--- src/rtl/dirq_pkg.sv ---
package dirq_pkg;
  localparam int W_NRM_STAT = 0;
  localparam int W_RAW_A    = 1;
  localparam int W_MASK_SET = 2;
  localparam int W_MASK_CLR = 3;
  localparam int W_SOFT_SET = 4;
  localparam int W_SOFT_CLR = 5;
  localparam int W_FST_STAT = 8;
  localparam int W_RAW_B    = 9;
  localparam int CH_STRIDE  = 8;
  localparam int N_CH       = 2;

  function automatic int set_word(input int ch);
    return W_MASK_SET + ch * CH_STRIDE;
  endfunction

  function automatic int clr_word(input int ch);
    return W_MASK_CLR + ch * CH_STRIDE;
  endfunction

  function automatic logic [31:0] mask_next(input logic [31:0] cur,
                                            input logic set_en,
                                            input logic clr_en,
                                            input logic [31:0] d);
    logic [31:0] r;
    r = cur;
    if (set_en) r = r | d;
    if (clr_en) r = r & ~d;
    return r;
  endfunction
endpackage

--- src/rtl/dirq_mask_reg.sv ---
module dirq_mask_reg #(
  parameter int NSRC = 32
) (
  input  logic            clk,
  input  logic            rst_n,
  input  logic            set_we_i,
  input  logic            clr_we_i,
  input  logic [NSRC-1:0] data_i,
  output logic [NSRC-1:0] mask_o
);
  import dirq_pkg::*;

  logic [31:0] nxt_full;
  always_comb begin
    nxt_full = mask_next(32'(mask_o), set_we_i, clr_we_i, 32'(data_i));
  end

  always_ff @(posedge clk or negedge rst_n) begin
    if (!rst_n) mask_o <= '0;
    else        mask_o <= nxt_full[NSRC-1:0];
  end

  a_r2_set_sticks: assert property (@(posedge clk) disable iff (!rst_n)
    (set_we_i && !clr_we_i) |=> ((mask_o & $past(data_i)) == $past(data_i)));
  a_r3_clear_drops: assert property (@(posedge clk) disable iff (!rst_n)
    (clr_we_i && !set_we_i) |=> ((mask_o & $past(data_i)) == '0));
  a_r3_others_kept: assert property (@(posedge clk) disable iff (!rst_n)
    (clr_we_i && !set_we_i) |=> ((mask_o & ~$past(data_i)) == ($past(mask_o) & ~$past(data_i))));
  a_r10_hold: assert property (@(posedge clk) disable iff (!rst_n)
    (!set_we_i && !clr_we_i) |=> $stable(mask_o));
endmodule

--- src/rtl/dirq_raw_src.sv ---
module dirq_raw_src #(
  parameter int NSRC = 32
) (
  input  logic            clk,
  input  logic            rst_n,
  input  logic            soft_set_i,
  input  logic            soft_clr_i,
  input  logic [NSRC-1:0] src_lvl_i,
  output logic [NSRC-1:0] raw_o
);
  logic soft_q;

  always_ff @(posedge clk or negedge rst_n) begin
    if (!rst_n)          soft_q <= 1'b0;
    else if (soft_set_i) soft_q <= 1'b1;
    else if (soft_clr_i) soft_q <= 1'b0;
  end

  always_comb begin
    raw_o    = src_lvl_i;
    raw_o[0] = src_lvl_i[0] | soft_q;
  end

  a_r7_soft_raises: assert property (@(posedge clk) disable iff (!rst_n)
    soft_set_i |=> raw_o[0]);
  a_r8_hw_wins: assert property (@(posedge clk) disable iff (!rst_n)
    src_lvl_i[0] |-> raw_o[0]);
  a_r5_upper_follow: assert property (@(posedge clk) disable iff (!rst_n)
    raw_o[NSRC-1] == src_lvl_i[NSRC-1]);
endmodule

--- src/rtl/dirq_rd_mux.sv ---
module dirq_rd_mux #(
  parameter int NSRC   = 32,
  parameter int WORD_W = 6
) (
  input  logic [WORD_W-1:0] word_i,
  input  logic [NSRC-1:0]   raw_i,
  input  logic [NSRC-1:0]   nrm_mask_i,
  input  logic [NSRC-1:0]   fst_mask_i,
  output logic [NSRC-1:0]   rdata_o
);
  import dirq_pkg::*;

  always_comb begin
    rdata_o = '0;
    if (word_i == WORD_W'(W_NRM_STAT))       rdata_o = raw_i & nrm_mask_i;
    else if (word_i == WORD_W'(W_RAW_A))     rdata_o = raw_i;
    else if (word_i == WORD_W'(set_word(0))) rdata_o = nrm_mask_i;
    else if (word_i == WORD_W'(W_SOFT_SET))  rdata_o[0] = raw_i[0];
    else if (word_i == WORD_W'(W_FST_STAT))  rdata_o = raw_i & fst_mask_i;
    else if (word_i == WORD_W'(W_RAW_B))     rdata_o = raw_i;
    else if (word_i == WORD_W'(set_word(1))) rdata_o = fst_mask_i;
  end
endmodule

--- src/rtl/dual_irq_ctl.sv ---
module dual_irq_ctl #(
  parameter int NSRC   = 32,
  parameter int WORD_W = 6
) (
  input  logic              clk,
  input  logic              rst_n,
  input  logic              bus_we,
  input  logic [WORD_W-1:0] bus_word,
  input  logic [NSRC-1:0]   bus_wdata,
  output logic [NSRC-1:0]   bus_rdata,
  input  logic [NSRC-1:0]   src_lvl,
  output logic              irq_o,
  output logic              fiq_o
);
  import dirq_pkg::*;

  logic [NSRC-1:0] raw;
  logic            soft_set_ev;
  logic            soft_clr_ev;
  logic [N_CH-1:0] set_ev;
  logic [N_CH-1:0] clr_ev;
  logic [N_CH-1:0] hit;
  logic [N_CH-1:0] out_q;
  logic [NSRC-1:0] mask [N_CH];

  assign soft_set_ev = bus_we && bus_word == WORD_W'(W_SOFT_SET) && bus_wdata[0];
  assign soft_clr_ev = bus_we && bus_word == WORD_W'(W_SOFT_CLR) && bus_wdata[0];

  dirq_raw_src #(.NSRC(NSRC)) u_raw (
    .clk(clk), .rst_n(rst_n),
    .soft_set_i(soft_set_ev), .soft_clr_i(soft_clr_ev),
    .src_lvl_i(src_lvl), .raw_o(raw)
  );

  for (genvar ch = 0; ch < N_CH; ch++) begin : g_ch
    assign set_ev[ch] = bus_we && bus_word == WORD_W'(set_word(ch));
    assign clr_ev[ch] = bus_we && bus_word == WORD_W'(clr_word(ch));

    dirq_mask_reg #(.NSRC(NSRC)) u_mask (
      .clk(clk), .rst_n(rst_n),
      .set_we_i(set_ev[ch]), .clr_we_i(clr_ev[ch]),
      .data_i(bus_wdata), .mask_o(mask[ch])
    );

    assign hit[ch] = |(raw & mask[ch]);

    always_ff @(posedge clk or negedge rst_n) begin
      if (!rst_n) out_q[ch] <= 1'b0;
      else        out_q[ch] <= hit[ch];
    end

    a_r9_out_rises: assert property (@(posedge clk) disable iff (!rst_n)
      hit[ch] |=> out_q[ch]);
    a_r9_out_quiet: assert property (@(posedge clk) disable iff (!rst_n)
      !hit[ch] |=> !out_q[ch]);
  end

  dirq_rd_mux #(.NSRC(NSRC), .WORD_W(WORD_W)) u_rd (
    .word_i(bus_word), .raw_i(raw),
    .nrm_mask_i(mask[0]), .fst_mask_i(mask[1]),
    .rdata_o(bus_rdata)
  );

  assign irq_o = out_q[0];
  assign fiq_o = out_q[1];

  a_r7_soft_exclusive: assert property (@(posedge clk) disable iff (!rst_n)
    !(soft_set_ev && soft_clr_ev));
  a_r10_one_mask_op: assert property (@(posedge clk) disable iff (!rst_n)
    $countones({set_ev, clr_ev}) <= 1);
endmodule

--- config.mk ---
export PLATFORM = sky130hd
export DESIGN_NAME = dual_irq_ctl
export DESIGN_NICKNAME = d
export VERILOG_FILES = /design/src/rtl/dirq_pkg.sv /design/src/rtl/dirq_mask_reg.sv /design/src/rtl/dirq_raw_src.sv /design/src/rtl/dirq_rd_mux.sv /design/src/rtl/dual_irq_ctl.sv
export SDC_FILE = /design/constraint.sdc
export NUM_CORES = 1
export LEC_CHECK = 0
export BUFFER_PORTS_ARGS = -buffer_cell sky130_fd_sc_hd__buf_2
export CAP_MARGIN = 10
export CORE_MARGIN = 5
export CORE_UTILIZATION = 55
export CTS_BUF_LIST = sky130_fd_sc_hd__clkbuf_8
export CTS_CLUSTER_SIZE = 8
export DETAILED_ROUTE_END_ITERATION = 16
export HOLD_SLACK_MARGIN = 0.08
export PLACE_DENSITY = 0.79
export SYNTH_ARGS = -nofsm -noshare
export SYNTH_HDL_FRONTEND = slang
export SYNTH_SLANG_ARGS = --single-unit
--- constraint.sdc ---
create_clock -name clk -period 3.35 [get_ports clk]
set_input_delay 0.1675 -clock clk [delete_from_list [all_inputs] [get_ports clk]]
set_output_delay 0.1675 -clock clk [all_outputs]
set_load 0.02 [all_outputs]
==> results.cfg, run 1 <==
[pwr]
irDropWorstVdd_uv = 244
finalPower_mw = 2.15
p_leak_nw = 2.07
p_per_area_mw_per_mm2 = 465

[logic_synthesis]
ys_seq_elements = 67
yosys_warnings = 0
yosysUniqueCellTypes = 30
synth.avg_cell_area_um2 = 9.30
netlist.area_leader.share = 0.423
synth_largest_area_cell = dfrtp_1
syn_nets = 499
syn_inst = 426
synth_area_mm2 = 0.00396
yosysSeqAreaShare = 0.423
synth.area.top_cells = dfrtp_1, o31ai_1, mux2_2

[timing]
max_freq_mhz = 461
slew-limit-headroom = 0.411
slew_viol_final = 0
finalCriticalPeriod_ns = 2.17
hold_viol = 0
setup_viol = 0
fin_worst_skew_ns = 0.00829
rsz0062_at_grt = no
worstMarginPinSlew_ns = 0.883
tns_ns = 0
layout_setup_ws_ns = 1.18
fin_crit_sh = 0.648

[setup_path]
cp-start-kind = input pin
crit_path_max_incr_delay_ns = 0.60
critPathMaxFanout = 47
required_ns = 3.18
worstPathCellList = buf_2 -> nand2_1 -> nand2_1 -> buf_4 -> nor2_1 -> buf_2
cp-end-kind = output port
critPathTopFamily = buffers and inverters
crit_type = in -> out
cp_slowest_cell = buf_2
cp.buffers_inverters = 3
arrival_ns = 2.00
startpoint = bus_word[1]

[die]
ios = 107
core_area_mm2 = 0.00714
fp-row-count = 31
initial_core_util = 0.555
die_x_um = 94.9
die-area_mm2 = 0.00901
chipHeight_um = 94.9

[clock_tree]
clockRootBuffer = clkbuf_8
post_cts_resized = 0
cts_tree = done
hold_buffers = 1
clock_path_buffers = 2
clkTransAtPathRegs_ns = 0.08
clock_latency_ns = 0.34
cts_buffers = 9
post_cts_buffers = 0
cts.sinks = 67
cts.htree.levels = 3

[run]
cap_viol_max_count = 0

[cells_and_area]
antenna_cells = 0
mostFrequentLayoutCells = buf_2, dfrtp_1, o31ai_1
syn_to_final_growth_pct = 16.7
final_nets = 584
layout_commonest_cell = buf_2
drive_gt1_frac = 0.308

[detailed_routing]
route.detailed.drc = 0
ant_nets = 0
vias_per_cell = 6.44
drt_iter0_markers = 346
dr_total_vias = 3960
drt-total-wl_mm = 11.9
drt-pass1-iter-count = 5
wl_per_cell_um = 19.4

[global_routing]
grt_pass1_wl_mm = 19.3
gr-total-overflow = 0
antenna_found_initial = 0
grt_max_degree = 65
grt_usage = 0.276
grt_pass1_vias = 3790

[place]
port_buffers = 106
gp_congestion = 0.905
hpwl_mm = 8.53
pre_cts_ws_ns = 1.12

[worst_hold_path]
hold_path_class = in -> reg
worstHoldStart = src_lvl[7]

[status]
status = finished, final reports clean
## through the flow
stage	cell area, um2	hold slack, ns	utilization	cells
finish	4620	0.105	0.648	615
CTS	4620	0.0917	0.648	615
detailed placement	4420	0.106	0.620	598
floorplan	3960	-0.128	-	426
global placement	4420	0.106	0.620	598
global route	4620	0.0879	0.648	615
## layer usage
layer,track usage,vias to the layer above,part of all wire
met5,0,-,0
met4,0.106,0,0.024
met3,0.0550,36,0.092
met2,0.414,223,0.46
met1,0.393,1871,0.42
li1,-,1830,-
## where the power goes
| part | switching [mW] | leakage (nW) | total (mW) | internal (mW) |
|---|---|---|---|---|
| sequential | 0.0935 | 0.886 | 1.01 | 0.916 |
| combinational | 0.269 | 1.08 | 0.476 | 0.206 |
| clock | 0.323 | 0.101 | 0.665 | 0.342 |
## final timing paths
check,slack [ns],depth (start not counted),endpoint
hold / removal,0.10,3,fiq_o
max in group asynchronous,2.07,3,async pin
setup / recovery,1.18,6,bus_rdata[7]
setup reg to reg,1.84,4,fiq_o
min in group asynchronous,0.27,2,async pin
hold reg to reg,0.54,2,flop
## final cells by class
type,count,area [um2]
fillers,644,2510
multi-input cells,318,2040
flip-flops and latches,67,1680
repair buffers,112,578
clock buffers,9,124
well taps,99,124
clock inverters,7,68.8
inverters,3,11.3
## synthesized netlist by cell type
| library cell | instances |
|---|---|
| a2111oi_0 | 1 |
| a211o_1 | 1 |
| a21oi_1 | 3 |
| a222oi_1 | 2 |
| a22oi_1 | 28 |
| a31oi_1 | 1 |
| buf_1 | 4 |
| buf_2 | 6 |
| buf_4 | 2 |
| buf_6 | 10 |
| clkbuf_1 | 15 |
| clkbuf_2 | 1 |
| dfrtp_1 | 67 |
| inv_1 | 3 |
| mux2_2 | 30 |
| nand2_1 | 36 |
| nand3_1 | 3 |
| nand3_4 | 1 |
| nand3b_4 | 1 |
| nand4_1 | 6 |
| nor2_1 | 31 |
| nor3_1 | 3 |
| nor3_4 | 1 |
| nor4_1 | 2 |
| o211ai_1 | 1 |
| o21ai_0 | 65 |
| o21ai_1 | 4 |
| o22ai_1 | 31 |
| o31ai_1 | 66 |
| or4_1 | 1 |
## cells by family after synthesis
family          after synthesis  synth area share
compound gates              203             0.331
buf+inv                      41            0.0619
flops                        67             0.423
mux                          30            0.0852
simple gates                 85            0.0991
## tightest hold or removal path: stages
cell and delay (ns):
buf_2 0.11, a222oi_1 0.06, nand2_1 0.07
No activity file was read; power rests on OpenSTA's default activity.
==> inputs of run 2 (changes only) <==
- ABC_AREA: unset -> 1
- PLACE_DENSITY: 0.79 -> 0.78
- clock period: 3.35 -> 2.15 ns (I/O delays scaled with it)
==> results.cfg, run 2 <==
[timing]
finalHoldWorstSlack_ns = 0.113
fin_worst_skew_ns = 0.00722
worstMarginPinSlew_ns = 0.441
slew_viol_final = 0
max_freq_mhz = 616
hold_viol = 0
setup_viol = 0
tns_ns = 0
finalCriticalPeriod_ns = 1.62
fin_crit_sh = 0.756
rsz0062_at_grt = no
slew-limit-headroom = 0.705

[die]
core_area_mm2 = 0.00733
ios = 107
chipHeight_um = 97.1
die_x_um = 97.1
initial_core_util = 0.569
fp-row-count = 31
die-area_mm2 = 0.00943

[logic_synthesis]
yosysUniqueCellTypes = 22
yosysSeqAreaShare = 0.402
synth.avg_cell_area_um2 = 7.63
syn_nets = 620
ys_seq_elements = 67
synth_edf_count = 0
synth_area_mm2 = 0.00417
synth_largest_area_cell = dfrtp_1
synth_flop_cell = dfrtp_1
netlist.area_leader.share = 0.402
yosys_warnings = 0
synth_common_cells = nand2_1, inv_1, dfrtp_1
yosysMostFrequentCell = nand2_1
async_reset_ff_frac = 1.00
syn_inst = 547
synth.area.top_cells = dfrtp_1, nand2_1, a22oi_2

[worst_hold_path]
hold_path_class = in -> reg
worstHoldStart = bus_word[3]

[setup_path]
rr_startpoint = u_raw.soft_q
arrival_ns = 1.52
required_ns = 2.04
cp-start-kind = flop
startpoint = u_raw.soft_q
crit_type = reg -> out
critPathMaxFanout = 3
cp-end-kind = output port

[global_routing]
gr-total-overflow = 0
grt_max_degree = 68
grt_pass1_wl_mm = 21.8
antenna_found_initial = 0
grt_usage = 0.280
grt_pass1_vias = 4431

[clock_tree]
cts.htree.levels = 3
clock_path_buffers = 2
post_cts_resized = 0
cts_tree = done
clockRootBuffer = clkbuf_8
clock_latency_ns = 0.35
clkTransAtPathRegs_ns = 0.08
cts_buffers = 9
cts.sinks = 67

[place]
gp_congestion = 0.902
port_buffers = 106
hpwl_mm = 9.24

[detailed_routing]
wl_per_cell_um = 16.7
vias_per_cell = 5.77
route.detailed.drc = 0
drt_iter0_markers = 398
drt-pass1-iter-count = 5
drt-total-wl_mm = 13.2
ant_nets = 0
dr_total_vias = 4555

[cells_and_area]
regArea_mm2 = 0.00168
drive_gt1_frac = 0.255
syn_to_final_growth_pct = 29.2
post-route-util = 0.735
layout_commonest_cell = nand2_1
mostFrequentLayoutCells = nand2_1, buf_2, inv_1
antenna_cells = 0
multiInputGateArea_mm2 = 0.00206
final_nets = 759
final.fill_count = 574

[run]
cap_viol_max_count = 0

[pwr]
p_per_area_mw_per_mm2 = 663
irDropWorstVdd_uv = 432
p_leak_nw = 2.67

[status]
status = finished, final reports clean
-- run 2: cell types whose count changed after synthesis, moves of 9 or more --
cell / previous run / this run
a21oi_1: 3 / 34
inv_1: 3 / 70
mux2_2: 30 / 0
o21ai_0: 65 / 56
o31ai_1: 66 / 0
nor3_1: 3 / 32
nor2_1: 31 / 9
a22oi_2: 0 / 27
nand4_1: 6 / 20
nand2_1: 36 / 140
o22ai_1: 31 / 0
a22oi_1: 28 / 37
-- run 2: metal layers --
| layer | GRT usage | part of all wire |
|---|---|---|
| met1 | 0.379 | 0.41 |
| met2 | 0.455 | 0.48 |
| met3 | 0.0668 | 0.097 |
| met4 | 0.0702 | 0.013 |
| met5 | 0 | 0 |
-- run 2: final cells by class --
type                            instances  share of cell area
Tap cell                               99              0.0230
Sequential cell                        67               0.311
Timing Repair Buffer                  158               0.189
Clock inverter                          6              0.0195
Multi-Input combinational cell        377               0.381
Inverter                               73              0.0508
Clock buffer                           10              0.0255
-- run 2: worst max-delay path, stage by stage (launching register included) --
cell      delay (ns)
dfrtp_1         0.38
or2_2           0.35
o211ai_1        0.20
a21oi_1         0.07
buf_2           0.17
-- run 2: final timing paths --
kind                                      to  slack [ns]  cells after the start
min in group asynchronous          async pin        0.29                      3
worst min-delay path            u_raw.soft_q        0.11                      4
max in group asynchronous          async pin        1.54                      3
worst max-delay path            bus_rdata[0]        0.53                      4
worst max register to register         irq_o        1.03                      3
worst min register to register  u_raw.soft_q        0.47                      2
-- run 2: through the flow --
| step | setup slack [ns] | area (um2) | power [mW] | instances |
|---|---|---|---|---|
| floorplan | 0.895 | 4170 | 1.94 | 547 |
| global placement | 0.697 | 4810 | 2.21 | 740 |
| detailed placement | 0.629 | 4810 | 2.23 | 740 |
| CTS | 0.524 | 5390 | 3.57 | 790 |
| global route | 0.454 | 5390 | 3.74 | 790 |
| finish | 0.525 | 5390 | 3.57 | 790 |
-- run 2: logic make-up (layout without fill, tap and decap cells) --
family	count (synthesis)	in the layout	synth area share
simple gates	216	216	0.227
flops	67	67	0.402
buf+inv	103	247	0.107
compound gates	161	161	0.264
-- run 2: power breakdown --
| part | switching, mW | internal (mW) | total (mW) |
|---|---|---|---|
| registers | 0.111 | 1.42 | 1.53 |
| clock network | 0.508 | 0.794 | 1.30 |
| logic | 0.432 | 0.306 | 0.738 |
| total | 1.05 | 2.52 | 3.57 |
-- run 2: repair_timing --
action / CTS / global route
buffers inserted: 0 / 0
endpoints found under the hold margin: 132 / 0
hold buffers: 34 / 0
